## config.mk

```make
export PLATFORM = sky130hd
export DESIGN_NAME = u2f_conv
export DESIGN_NICKNAME = d
export VERILOG_FILES = /design/src/rtl/u2f_pkg.sv /design/src/rtl/u2f_lzc.sv /design/src/rtl/u2f_norm.sv /design/src/rtl/u2f_round.sv /design/src/rtl/u2f_conv.sv
export SDC_FILE = /design/constraint.sdc
export NUM_CORES = 1
export LEC_CHECK = 0
export ABC_AREA = 1
export BUFFER_PORTS_ARGS = -buffer_cell sky130_fd_sc_hd__buf_2
export CAP_MARGIN = 30
export CORE_MARGIN = 2
export CORE_UTILIZATION = 27
export DETAILED_ROUTE_END_ITERATION = 8
export GPL_TIMING_DRIVEN = 0
export SLEW_MARGIN = 0
export SYNTH_ARGS = -nofsm -noshare
export SYNTH_HDL_FRONTEND = slang
export SYNTH_SLANG_ARGS = --single-unit
export TNS_END_PERCENT = 30
```

## constraint.sdc

```tcl
create_clock -name clk -period 13.2 [get_ports clk]
set_input_delay 1.32 -clock clk [delete_from_list [all_inputs] [get_ports clk]]
set_output_delay 1.32 -clock clk [all_outputs]
set_load 0.05 [all_outputs]
```

## src/rtl/u2f_pkg.sv

```systemverilog
package u2f_pkg;
  localparam int IN_W  = 32;
  localparam int MAN_W = 23;
  localparam int BIAS  = 127;
  localparam int LZ_W  = $clog2(IN_W) + 1;
  localparam int SIG_W = MAN_W + 1;

  typedef struct packed {
    logic             zero;
    logic [LZ_W-1:0]  expo;
    logic [SIG_W-1:0] sig;
    logic             rnd;
    logic             stk;
  } u2f_mid_t;

  // Count of zero bits above the highest set bit (IN_W for a zero word).
  function automatic logic [LZ_W-1:0] count_lead(input logic [IN_W-1:0] a);
    logic [LZ_W-1:0] n;
    logic            hit;
    n   = '0;
    hit = 1'b0;
    for (int i = IN_W - 1; i >= 0; i--) begin
      if (!hit && a[i]) hit = 1'b1;
      if (!hit) n = n + 1'b1;
    end
    return n;
  endfunction

  // Round-to-nearest-even increment from kept lsb, round bit and sticky bit.
  function automatic logic rne_inc(input logic lsb, input logic rnd, input logic stk);
    return rnd & (stk | lsb);
  endfunction
endpackage

```

## src/rtl/u2f_lzc.sv

```systemverilog
module u2f_lzc
  import u2f_pkg::*;
(
  input  logic [IN_W-1:0] a,
  output logic [LZ_W-1:0] cnt,
  output logic            is_zero
);
  always_comb begin
    cnt     = count_lead(a);
    is_zero = (a == '0);
  end
endmodule

```

## src/rtl/u2f_norm.sv

```systemverilog
module u2f_norm
  import u2f_pkg::*;
(
  input  logic [IN_W-1:0] a,
  input  logic [LZ_W-1:0] lz,
  input  logic            is_zero,
  output u2f_mid_t        mid
);
  logic [LZ_W-1:0] expo;
  logic [LZ_W-1:0] sh;
  logic [IN_W-1:0] lsb_mask;
  logic [IN_W-1:0] low_mask;

  always_comb begin
    expo     = LZ_W'(IN_W - 1) - lz;
    sh       = expo - LZ_W'(MAN_W);
    lsb_mask = '0;
    low_mask = '0;
    mid.zero = is_zero;
    mid.expo = expo;
    mid.rnd  = 1'b0;
    mid.stk  = 1'b0;
    if (expo <= LZ_W'(MAN_W)) begin
      mid.sig = SIG_W'(a << (LZ_W'(MAN_W) - expo));
    end else begin
      mid.sig  = SIG_W'(a >> sh);
      lsb_mask = {{(IN_W-1){1'b0}}, 1'b1} << (sh - 1'b1);
      low_mask = ~({IN_W{1'b1}} << (sh - 1'b1));
      mid.rnd  = |(a & lsb_mask);
      mid.stk  = |(a & low_mask);
    end
  end
endmodule

```

## src/rtl/u2f_round.sv

```systemverilog
module u2f_round
  import u2f_pkg::*;
(
  input  u2f_mid_t        mid,
  output logic            round_up,
  output logic [IN_W-1:0] data
);
  localparam logic [SIG_W-1:0] IMPL = SIG_W'(1) << MAN_W;
  logic [IN_W-1:0] frac;
  logic [IN_W-1:0] exp_part;

  always_comb begin
    round_up = rne_inc(mid.sig[0], mid.rnd, mid.stk);
    frac     = IN_W'(mid.sig ^ IMPL);
    exp_part = (IN_W'(mid.expo) + IN_W'(BIAS)) << MAN_W;
    data     = mid.zero ? '0 : (frac + IN_W'(round_up) + exp_part);
  end
endmodule

```

## src/rtl/u2f_conv.sv

```systemverilog
module u2f_conv
  import u2f_pkg::*;
(
  input  logic        clk,
  input  logic        rst,
  input  logic        in_valid,
  input  logic [31:0] in_data,
  output logic        out_valid,
  output logic [31:0] out_data
);
  logic [LZ_W-1:0] lz_cnt;
  logic            in_zero;
  u2f_mid_t        mid_d, mid_q;
  logic            v1;
  logic            round_up;
  logic [IN_W-1:0] res_d;

  u2f_lzc  u_lzc  (.a(in_data), .cnt(lz_cnt), .is_zero(in_zero));
  u2f_norm u_norm (.a(in_data), .lz(lz_cnt), .is_zero(in_zero), .mid(mid_d));

  always_ff @(posedge clk) begin
    if (rst) v1 <= 1'b0;
    else     v1 <= in_valid;
    if (in_valid) mid_q <= mid_d;
  end

  u2f_round u_round (.mid(mid_q), .round_up(round_up), .data(res_d));

  always_ff @(posedge clk) begin
    if (rst) out_valid <= 1'b0;
    else     out_valid <= v1;
    if (v1) out_data <= res_d;
  end

  AST_ZERO_IN_ZERO_OUT: assert property (@(posedge clk) disable iff (rst)
    (in_valid && in_data == '0) |=> ##1 (out_valid && out_data == '0));
  AST_LEAD_ONE_FOUND: assert property (@(posedge clk) disable iff (rst)
    (in_valid && !in_zero) |-> in_data[IN_W - 1 - int'(lz_cnt)]);
  AST_TIE_GIVES_EVEN: assert property (@(posedge clk) disable iff (rst)
    (v1 && !mid_q.zero && mid_q.rnd && !mid_q.stk) |=> !out_data[0]);
  AST_SIGN_CLEAR: assert property (@(posedge clk) disable iff (rst)
    out_valid |-> !out_data[31]);
  AST_NO_OVERFLOW: assert property (@(posedge clk) disable iff (rst)
    out_valid |-> (out_data[30:23] != 8'hFF));
  AST_TWO_CYCLE_VALID: assert property (@(posedge clk) disable iff (rst)
    in_valid |=> ##1 out_valid);
  AST_NO_SPURIOUS: assert property (@(posedge clk) disable iff (rst)
    !in_valid |=> ##1 !out_valid);
endmodule

```

==> results.md, run 1 <==
* Run status: finished, final reports clean
* MaxCap Viol Count at 0
* Fmax at 78.9 MHz
* Unrepaired setup endpoints after global routing: yes
* Most frequently used cell type in the post-synthesis netlist: nand2_1
* Die Wd at between 150 and 200 um
* Final non-filler cell total at 2272
* First-pass GRT wire length at 52500 um
* Largest area contributor in the synthesized netlist: edfxtp_1
* CP max stage delay at 0.31 ns
* Clock Latency Late Sink at ~0.32 ns
* Worst Path Max Fanout at 10
* Most frequent cell on the critical path: nand2_2
* Final-layout worst hold slack at 0.593 ns
* Number of hold violations in the final report at 0
* Type of destination of the critical path: register
* Total design power at approximately 0.91 mW
* Type of the setup path with the least slack: in2reg
* Critical Path RT at between 10 and 15 ns
* Peak supply drop at slightly below 0.06 mV
* Critical path's slowest cell: ha_1
* Die height at ~200 um
* Mean instance size in the synthesized netlist at ~5.9 um2
* Antenna cell count at 0
* Number of warnings reported in the yosys synthesis log at 0
* Via count of the first global-routing pass at about 10000
* Number of cell rows at 70
* Number of fill cells in the layout at around 4000
* Synth-to-layout area growth at 19.8%
* Summed instance area of the synthesized netlist at 10000 um2
* Type of the worst min-delay path: reg2reg
* Post-synth EDFFs at between 60 and 70
* H-tree levels at 3
* Power Dens Cells at 76.2 nW/um2
* Final setup violating endpoints at 0
* Top cells by area, synth: edfxtp_1 (20%), nand2_1 (19%), inv_1 (8.7%)
* Post-synthesis net count at roughly 1800
* Gate count of the mapped netlist at between 1500 and 2000
* Critical path startpoint category: primary input
* Mean number of vias per cell at around 4.9
* Slew of the pin with the lowest slew margin at a little over 0.7 ns
* HPWL after detailed placement at 27200 um
* Final min period at 12.68 ns
* Clock root buffer: clkbuf_16
* Share of the core filled with cells at 0.328
* Max-Slew Margin vs Limit at 0.522
* Vias at between 10000 and 15000
* Post-placement cell area at around 11000 um2
* Clock sink total at 67
* Max Root-Sink Buffers at 2
* Final layout net count at ~1900
* Sequential-to-total area share from yosys stat at 0.199
* Portion of synthesized cell area occupied by the leading cell type at 0.195
* Number of buffers added by the clock tree synthesis step at 9
* DIE AREA at 38600 um2
* Share of layout cells above drive strength 1 at 0.184
* CTS tree: built
* Synth unique cells at 56
* Total placed cells including tap cells at 2227
* Number of top-level pins at 68
* Fraction of synthesis flops using an asynchronous set or reset pin at 0
* Final Cycle Share at 0.960
* Maximum number of pins on one net before global-route repair at 35
* Arrival time reported for the critical path endpoint at approximately 13 ns
* Number of remaining DRC errors at 0
* Detail Route Antenna Nets at 0
* Number of antenna violations at the first check in global routing at 2
* Most frequent cells after synthesis: nand2_1 (494), inv_1 (232), nor2_1 (182), o21ai_0 (140), nand3_1 (125)
* Register-to-Register Setup Slack at between 8 and 9 ns
* Number of design-rule violations left by the first detailed-router iteration at 872
* Pre-antenna DRT Iters at 6
* Total wirelength of the detailed-routed design at around 33000 um
* Synthesis-stage register bit count at between 60 and 70
* Remaining Overflow, GRT at 0
* Starting density of the core at 0.274
* Fin area at approximately 12000 um2
* Gr usage total at 0.168
* Crit path buf inv count at 22
* Clock edge transition at the registers on the reported setup and hold paths at roughly 0.050 ns
* Family with the most delay on the worst path: adder cells
* Weighted congestion at the end of routability-driven global placement at 0.981
* Static leakage power at around 5.8 nW
* Drt wl/cell at between 10 and 15 um
* Count of final max-slew check failures at 0
* Buffers on Ports at between 60 and 70
* Final worst clock skew at roughly 0.0065 ns
* Area inside the core boundary at 36500 um2
* Top FF cell, synth: edfxtp_1
## power by group
| part | leakage (nW) | internal, mW | switching [mW] |
|---|---|---|---|
| clock network | 0.125 | 0.125 | 0.0739 |
| registers | 0.619 | 0.269 | 0.0127 |
| logic | 5.02 | 0.139 | 0.294 |
| total | 5.76 | 0.533 | 0.381 |
## area by class of cell
type	count	area, um2	area share
Clock buffer	12	236	0.0197
Sequential cell	67	1990	0.166
Buffer	46	292	0.0243
Tap cell	468	586	0.0489
Multi-Input combinational cell	1299	7190	0.600
Timing Repair Buffer	98	597	0.0498
Clock inverter	4	17.5	0.00146
Inverter	278	1080	0.0900
## per-layer routing
| metal | share of wire | vias to the layer above | GRT usage |
|---|---|---|---|
| met3 | 0.055 | 62 | 0.0187 |
| met4 | 0.027 | 4 | 0.0539 |
| met1 | 0.46 | 4914 | 0.224 |
| li1 | - | 5707 | - |
| met2 | 0.46 | 348 | 0.284 |
| met5 | 0.00082 | - | 0 |
## flip-flops by register name, indices dropped and copies added (netlist names)
register	flops
mid_q	33
out_data	32
out_valid	1
v1	1
## per-stage QoR
stage	setup TNS, ns	worst slack, ns
CTS	0	0.0151
global route	-0.362	-0.168
global placement	-29.49	-2.02
floorplan	0	0.00692
finish	0	0.522
detailed placement	-34.22	-2.20
## logic make-up after synthesis
kind of cell | count (synthesis) | synth area share
fa+ha+maj | 46 | 0.0583
flops | 67 | 0.199
simple gates | 906 | 0.405
other cells | 1 | 0.000375
compound gates | 307 | 0.172
mux | 9 | 0.00900
xor+xnor | 30 | 0.0263
buf+inv | 325 | 0.130
## tightest hold or removal path, delay by kind of cell, from the launching register on
kind            cells  cell delay, ns
flops               1            0.35
simple gates        1            0.08
compound gates      1            0.06
## layout by cell type, fill, tap and decap left out, drive strengths merged, types with 2 or more instances in the layout
| cell type | count |
|---|---|
| a211oi | 3 |
| a21oi | 57 |
| a221oi | 6 |
| a22oi | 2 |
| a31oi | 5 |
| a32o | 5 |
| buf | 123 |
| clkbuf | 33 |
| clkinv | 13 |
| dfxtp | 2 |
| edfxtp | 65 |
| ha | 45 |
| inv | 269 |
| mux2i | 9 |
| nand2 | 520 |
| nand3 | 134 |
| nand4 | 13 |
| nor2 | 208 |
| nor3 | 18 |
| nor4 | 3 |
| o2111ai | 3 |
| o211ai | 10 |
| o21a | 5 |
| o21ai | 186 |
| o221ai | 4 |
| o22ai | 12 |
| o31ai | 3 |
| o41ai | 2 |
| or2 | 8 |
| xnor2 | 10 |
| xor2 | 20 |
## worst paths after layout
| path | end | from | cells after the start |
|---|---|---|---|
| worst min-delay path | out_data[30] | mid_q[31] | 2 |
| worst max register to register | out_data[30] | mid_q[2] | 24 |
| worst max-delay path | mid_q[0] | in_data[30] | 88 |
| worst min register to register | out_data[30] | mid_q[31] | 2 |
## timing repair
| action | 4_1_cts | 5_1_grt |
|---|---|---|
| gates resized for setup | 51 | 96 |
| pin swaps | 11 | 52 |
| setup endpoints to repair | 26 | 26 |
| setup buffers | 7 | 23 |
| hold buffers | 0 | 0 |
Power figures use the tool's default switching activity.
==> run 2, diff against run 1 <==
==> constraint.sdc (replaced) <==
create_clock -name clk -period 13.2 [get_ports clk]
set_input_delay 0.66 -clock clk [delete_from_list [all_inputs] [get_ports clk]]
set_output_delay 0.66 -clock clk [all_outputs]
set_load 0.05 [all_outputs]
==> results.md, run 2 (synthesis gave the netlist of run 1 again) <==
* DIE AREA at between 30000 and 40000 um2
* Number of hold violations in the final report at 0
* Final Cycle Share at 0.946
* Final min period at 12.48 ns
* Static leakage power at roughly 5.6 nW
* Most common cell after layout, fill and taps aside: nand2_1
* Area inside the core boundary at roughly 37000 um2
* Pre-antenna DRT Iters at 6
* Detail Route Antenna Nets at 0
* Final setup violating endpoints at 0
* CP max stage delay at approximately 0.33 ns
* MaxCap Viol Count at 0
* Remaining Overflow, GRT at 0
* H-tree levels at 3
* Drt wl/cell at between 10 and 15 um
* Count of final max-slew check failures at 0
* Critical path's slowest cell: o21ai_1
* Buffers on Ports at between 60 and 70
* Max Root-Sink Buffers at 2
* Arrival time reported for the critical path endpoint at ~13 ns
* Most used cells in the layout excluding fill and tap cells: nand2_1 (491), inv_1 (225), nor2_1 (168), o21ai_0 (127), nand3_1 (124)
* Starting density of the core at 0.274
* Largest registers in the final layout: mid_q: 33 flops, out_data: 32 flops
* Capturing element of the worst setup path: mid_q[0]
* Die Wd at a little under 200 um
* Synth-to-layout area growth at 15.5%
* Final non-filler cell total at 2255
* Critical path startpoint category: primary input
* Most frequent cell on the critical path: ha_1
* Power Dens Cells at approximately 77 nW/um2
* Type of the setup path with the least slack: in2reg
* CTS tree: built
* Clock sink total at 67
* Number of fill cells in the layout at between 4000 and 5000
* Via count of the first global-routing pass at between 10000 and 15000
* Final worst clock skew at 0.00238 ns
* Min-Delay Startpoint: rst
* Worst R2R Start: mid_q[2]
* Clock edge transition at the registers on the reported setup and hold paths at 0.05 ns
* Worst Path Max Fanout at 13
* Flip-flop count of the largest register after layout at 33
* Number of buffers added by the clock tree synthesis step at 9
* Post-placement cell area at between 10000 and 15000 um2
* Total negative setup slack at 0 ns
* Total wirelength of the detailed-routed design at approximately 33000 um
* First-pass GRT wire length at 52600 um
* Type of the worst min-delay path: in2reg
* Share of layout cells above drive strength 1 at 0.151
* Total design power at 0.886 mW
* Maximum number of pins on one net before global-route repair at 35
* Number of antenna violations at the first check in global routing at 3
* Run status: finished, final reports clean
* Number of cell rows at 70
* Weighted congestion at the end of routability-driven global placement at roughly 0.94
* Slew of the pin with the lowest slew margin at 0.773 ns
* Most flops, register: mid_q
* Antenna cell count at 0
* Register-to-Register Setup Slack at 8.94 ns
* Gr usage total at 0.168
* Final-layout worst hold slack at slightly above 0.5 ns
* HPWL after detailed placement at approximately 28000 um
* Fin area at around 12000 um2
* Start point of the critical path: in_data[30]
* Peak supply drop at ~0.053 mV
* Type of destination of the critical path: register
* Capture instance of the worst register-to-register path: out_data[30]
* Max-Slew Margin vs Limit at 0.480
* Number of top-level pins at a little under 70
* Total placed cells including tap cells at 2227
* Number of remaining DRC errors at 0
* Fmax at between 80 and 90 MHz
* Critical Path RT at approximately 13 ns
* Cell count of the worst reg-to-reg path at 24
* Hold buffers post-CTS at 0
* Clock root buffer: clkbuf_16
* Mean number of vias per cell at ~4.9
* Number of design-rule violations left by the first detailed-router iteration at around 800
* Final layout net count at ~1900
* Vias at 11000
* Die height at between 150 and 200 um
* Clock Latency Late Sink at around 0.32 ns
[run 2: stage by stage]
step | util | setup slack [ns]
after floorplan | - | 0.0237
after global placement | 0.299 | -2.37
after detailed placement | 0.300 | -2.63
after CTS | 0.311 | 0.0322
after global routing | 0.316 | -0.102
final | 0.316 | 0.718
[run 2: repair_timing]
action	in CTS	in global routing
pin swaps	2	22
gates resized for setup	42	44
endpoints found under the setup margin	26	26
buffers inserted	2	14
[run 2: worst min path at each step]
stage	end	slack [ns]	cells past startpoint
after floorplan	out_data[30]	0.55	2
after global placement	out_data[4]	0.59	1
after detailed placement	out_data[22]	0.58	1
after CTS	out_valid	0.50	2
after global routing	v1	0.51	2
final	out_valid	0.51	2
[run 2: critical path, delay by kind of cell]
| family | cells | cell delay [ns] |
|---|---|---|
| AO/OA/AOI/OAI | 12 | 1.59 |
| adder cells (fa/ha/maj) | 17 | 4.60 |
| buffers and inverters | 18 | 1.49 |
| AND/OR/NAND/NOR | 36 | 4.13 |
[run 2: routing by layer]
layer,up-vias,part of all wire,routed length [um],GRT usage
met4,4,0.026,860,0.0516
li1,5670,-,-,-
met5,-,0.00055,18,0
met2,334,0.46,14900,0.283
met3,52,0.057,1840,0.0169
met1,4936,0.46,14900,0.227
[run 2: cell type report]
type,instances,area [um2],share of cell area
Inverter,278,1070,0.0927
Tap cell,468,586,0.0507
Sequential cell,67,1990,0.172
Clock inverter,1,3.75,0.000325
Buffer,46,280,0.0243
Timing Repair Buffer,84,485,0.0420
Clock buffer,12,236,0.0205
Multi-Input combinational cell,1299,6900,0.597
[run 2: report_power, final]
group	switching [mW]	internal (mW)	leakage [nW]
sequential	0.0128	0.269	0.619
clock	0.0704	0.123	0.116
combinational	0.285	0.126	4.91
total	0.368	0.518	5.65
==> run 3, diff against run 2 <==
--- a/config.mk
+++ b/config.mk
@@ -9,9 +9,10 @@
 export BUFFER_PORTS_ARGS = -buffer_cell sky130_fd_sc_hd__buf_2
 export CAP_MARGIN = 30
 export CORE_MARGIN = 2
-export CORE_UTILIZATION = 27
+export CORE_UTILIZATION = 57
 export DETAILED_ROUTE_END_ITERATION = 8
 export GPL_TIMING_DRIVEN = 0
+export PLACE_DENSITY = 0.79
 export SLEW_MARGIN = 0
 export SYNTH_ARGS = -nofsm -noshare
 export SYNTH_HDL_FRONTEND = slang
==> results.md, run 3 (synthesis gave the netlist of run 1 again) <==
* Most frequent cell on the critical path: ha_1
* Die height at between 100 and 150 um
* Number of top-level pins at just under 70
* Share of layout cells above drive strength 1 at 0.159
* Start point of the critical path: in_data[30]
* Most flops, register: mid_q
* Pre-antenna DRT Iters at 8
* Number of buffers added by the clock tree synthesis step at 9
* Register-to-Register Setup Slack at ~8.5 ns
* Number of design-rule violations left by the first detailed-router iteration at 851
* Number of fill cells in the layout at 1638
* H-tree levels at 3
* Final non-filler cell total at 2016
* Number of cell rows at 48
* Share of power burned in the clock network at 0.268
* Worst Path Max Fanout at 13
* Max Root-Sink Buffers at 2
* Capturing element of the worst setup path: mid_q[0]
* Vias at roughly 11000
* Max-Slew Margin vs Limit at 0.538
* Final Cycle Share at 0.950
* Detail Route Antenna Nets at 0
* MaxCap Viol Count at 0
* Critical path startpoint category: primary input
* Area inside the core boundary at 17200 um2
* Antenna cell count at 0
* Run status: finished, final reports clean
* Part of the total power dissipated in sequential elements at 0.298
* Final min period at ~13 ns
* Starting density of the core at 0.581
* DIE AREA at between 15000 and 20000 um2
* Final layout net count at 1867
* Final-layout worst hold slack at around 0.50 ns
* Largest registers in the final layout: mid_q: 33 flops, out_data: 32 flops
* Number of antenna violations at the first check in global routing at 0
* Power Dens Cells at approximately 83 nW/um2
* Flip-flop count of the largest register after layout at 33
* Switching power of the nets at roughly 0.38 mW
* Type of the setup path with the least slack: in2reg
* Combinational cell fraction of total power at 0.434
* Critical Path RT at about 13 ns
* Capture instance of the worst register-to-register path: out_data[30]
* Mean number of vias per cell at between 5 and 6
* Peak supply drop at 0.106 mV
* Total wirelength of the detailed-routed design at 31800 um
* Synth-to-layout area growth at 13.9%
* Static leakage power at 5.71 nW
* Final setup violating endpoints at 0
* Critical path's slowest cell: or2_2
* Clock root buffer: clkbuf_16
* CTS tree: built
* HPWL after detailed placement at 26000 um
* Die Wd at roughly 140 um
* Via count of the first global-routing pass at 10300
* Worst R2R Start: mid_q[0]
* Switching portion of total power at 0.397
* Int Power at 0.572 mW
* Most used cells in the layout excluding fill and tap cells: nand2_1 (487), inv_1 (226), nor2_1 (168), o21ai_0 (126), nand3_1 (123)
* Cell count of the worst reg-to-reg path at 24
* Clock sink total at 67
* Most common cell after layout, fill and taps aside: nand2_1
* Final worst clock skew at 0.00788 ns
* Type of the worst min-delay path: in2reg
* Maximum number of pins on one net before global-route repair at 35
* Fmax at approximately 80 MHz
* Weighted congestion at the end of routability-driven global placement at roughly 1
* Clock edge transition at the registers on the reported setup and hold paths at roughly 0.05 ns
* Hold-critical path depth at 2
* Remaining Overflow, GRT at 0
* Number of hold violations in the final report at 0
* CP max stage delay at 0.30 ns
* Total negative setup slack at 0 ns
* Clock Latency Late Sink at around 0.33 ns
* Number of remaining DRC errors at 0
* Arrival time reported for the critical path endpoint at 12.59 ns
* Type of destination of the critical path: register
* Drt wl/cell at about 16 um
* Share of the core filled with cells at 0.661
* Count of final max-slew check failures at 0
* Total placed cells including tap cells at approximately 2000
* Buffers on Ports at 67
* First-pass GRT wire length at roughly 50000 um
* Gr usage total at 0.339
* Slew of the pin with the lowest slew margin at 0.694 ns
==> run 3: power by group through the flow <==
stage | combinational [mW] | sequential [mW] | clock, mW
after floorplan | 0.232 | 0.314 | 0
after global placement | 0.366 | 0.286 | 0
final | 0.412 | 0.283 | 0.254
after global routing | 0.452 | 0.285 | 0.266
after detailed placement | 0.372 | 0.286 | 0
after CTS | 0.384 | 0.282 | 0.255
==> run 3: what timing repair did <==
item | 4_1_cts | 5_1_grt
pin swaps | 2 | 23
setup endpoints to repair | 26 | 26
hold endpoints to repair | 0 | 0
buffers inserted | 2 | 16
hold buffers | 0 | 0
gates resized for setup | 34 | 59
==> run 3: final cells by class <==
type | instances | area [um2] | share of cell area
multi-input cells | 1299 | 6940 | 0.609
flip-flops and latches | 67 | 1990 | 0.175
inverters | 278 | 1070 | 0.0940
repair buffers | 86 | 513 | 0.0450
well taps | 225 | 282 | 0.0247
plain buffers | 45 | 265 | 0.0233
clock buffers | 11 | 253 | 0.0222
clock inverters | 5 | 75.1 | 0.00659
==> run 3: worst min-delay path by stage <==
stage	start	endpoint
after global routing	rst	v1
after CTS	rst	v1
after global placement	mid_q[31]	out_data[30]
after detailed placement	mid_q[31]	out_data[30]
final	rst	v1
after floorplan	mid_q[31]	out_data[30]
==> run 3: critical path: cells and delay by family <==
family | cells | cell delay (ns)
adders and majority gates | 17 | 4.51
AOI/OAI and AO/OA | 13 | 1.71
buffers and inverters | 20 | 1.66
and+or+nand+nor | 36 | 3.96
==> run 3: metrics by stage <==
stage / setup WS [ns] / power [mW] / cell area (um2)
4_1_cts: 0.0220 / 0.921 / 11100
3_3_place_gp: -2.29 / 0.651 / 10600
6_report: 0.661 / 0.949 / 11400
5_1_grt: -0.141 / 1.00 / 11400
2_1_floorplan: 0.0237 / 0.547 / 10000
3_5_place_dp: -2.53 / 0.659 / 10700
==> run 3: metal layers <==
| metal | part of all wire | track usage | wire length, um | vias up |
|---|---|---|---|---|
| li1 | - | - | - | 5684 |
| met1 | 0.41 | 0.399 | 12900 | 4993 |
| met2 | 0.48 | 0.587 | 15200 | 450 |
| met3 | 0.053 | 0.0367 | 1690 | 136 |
| met4 | 0.064 | 0.218 | 2040 | 0 |
| met5 | 0 | 0 | 0 | - |
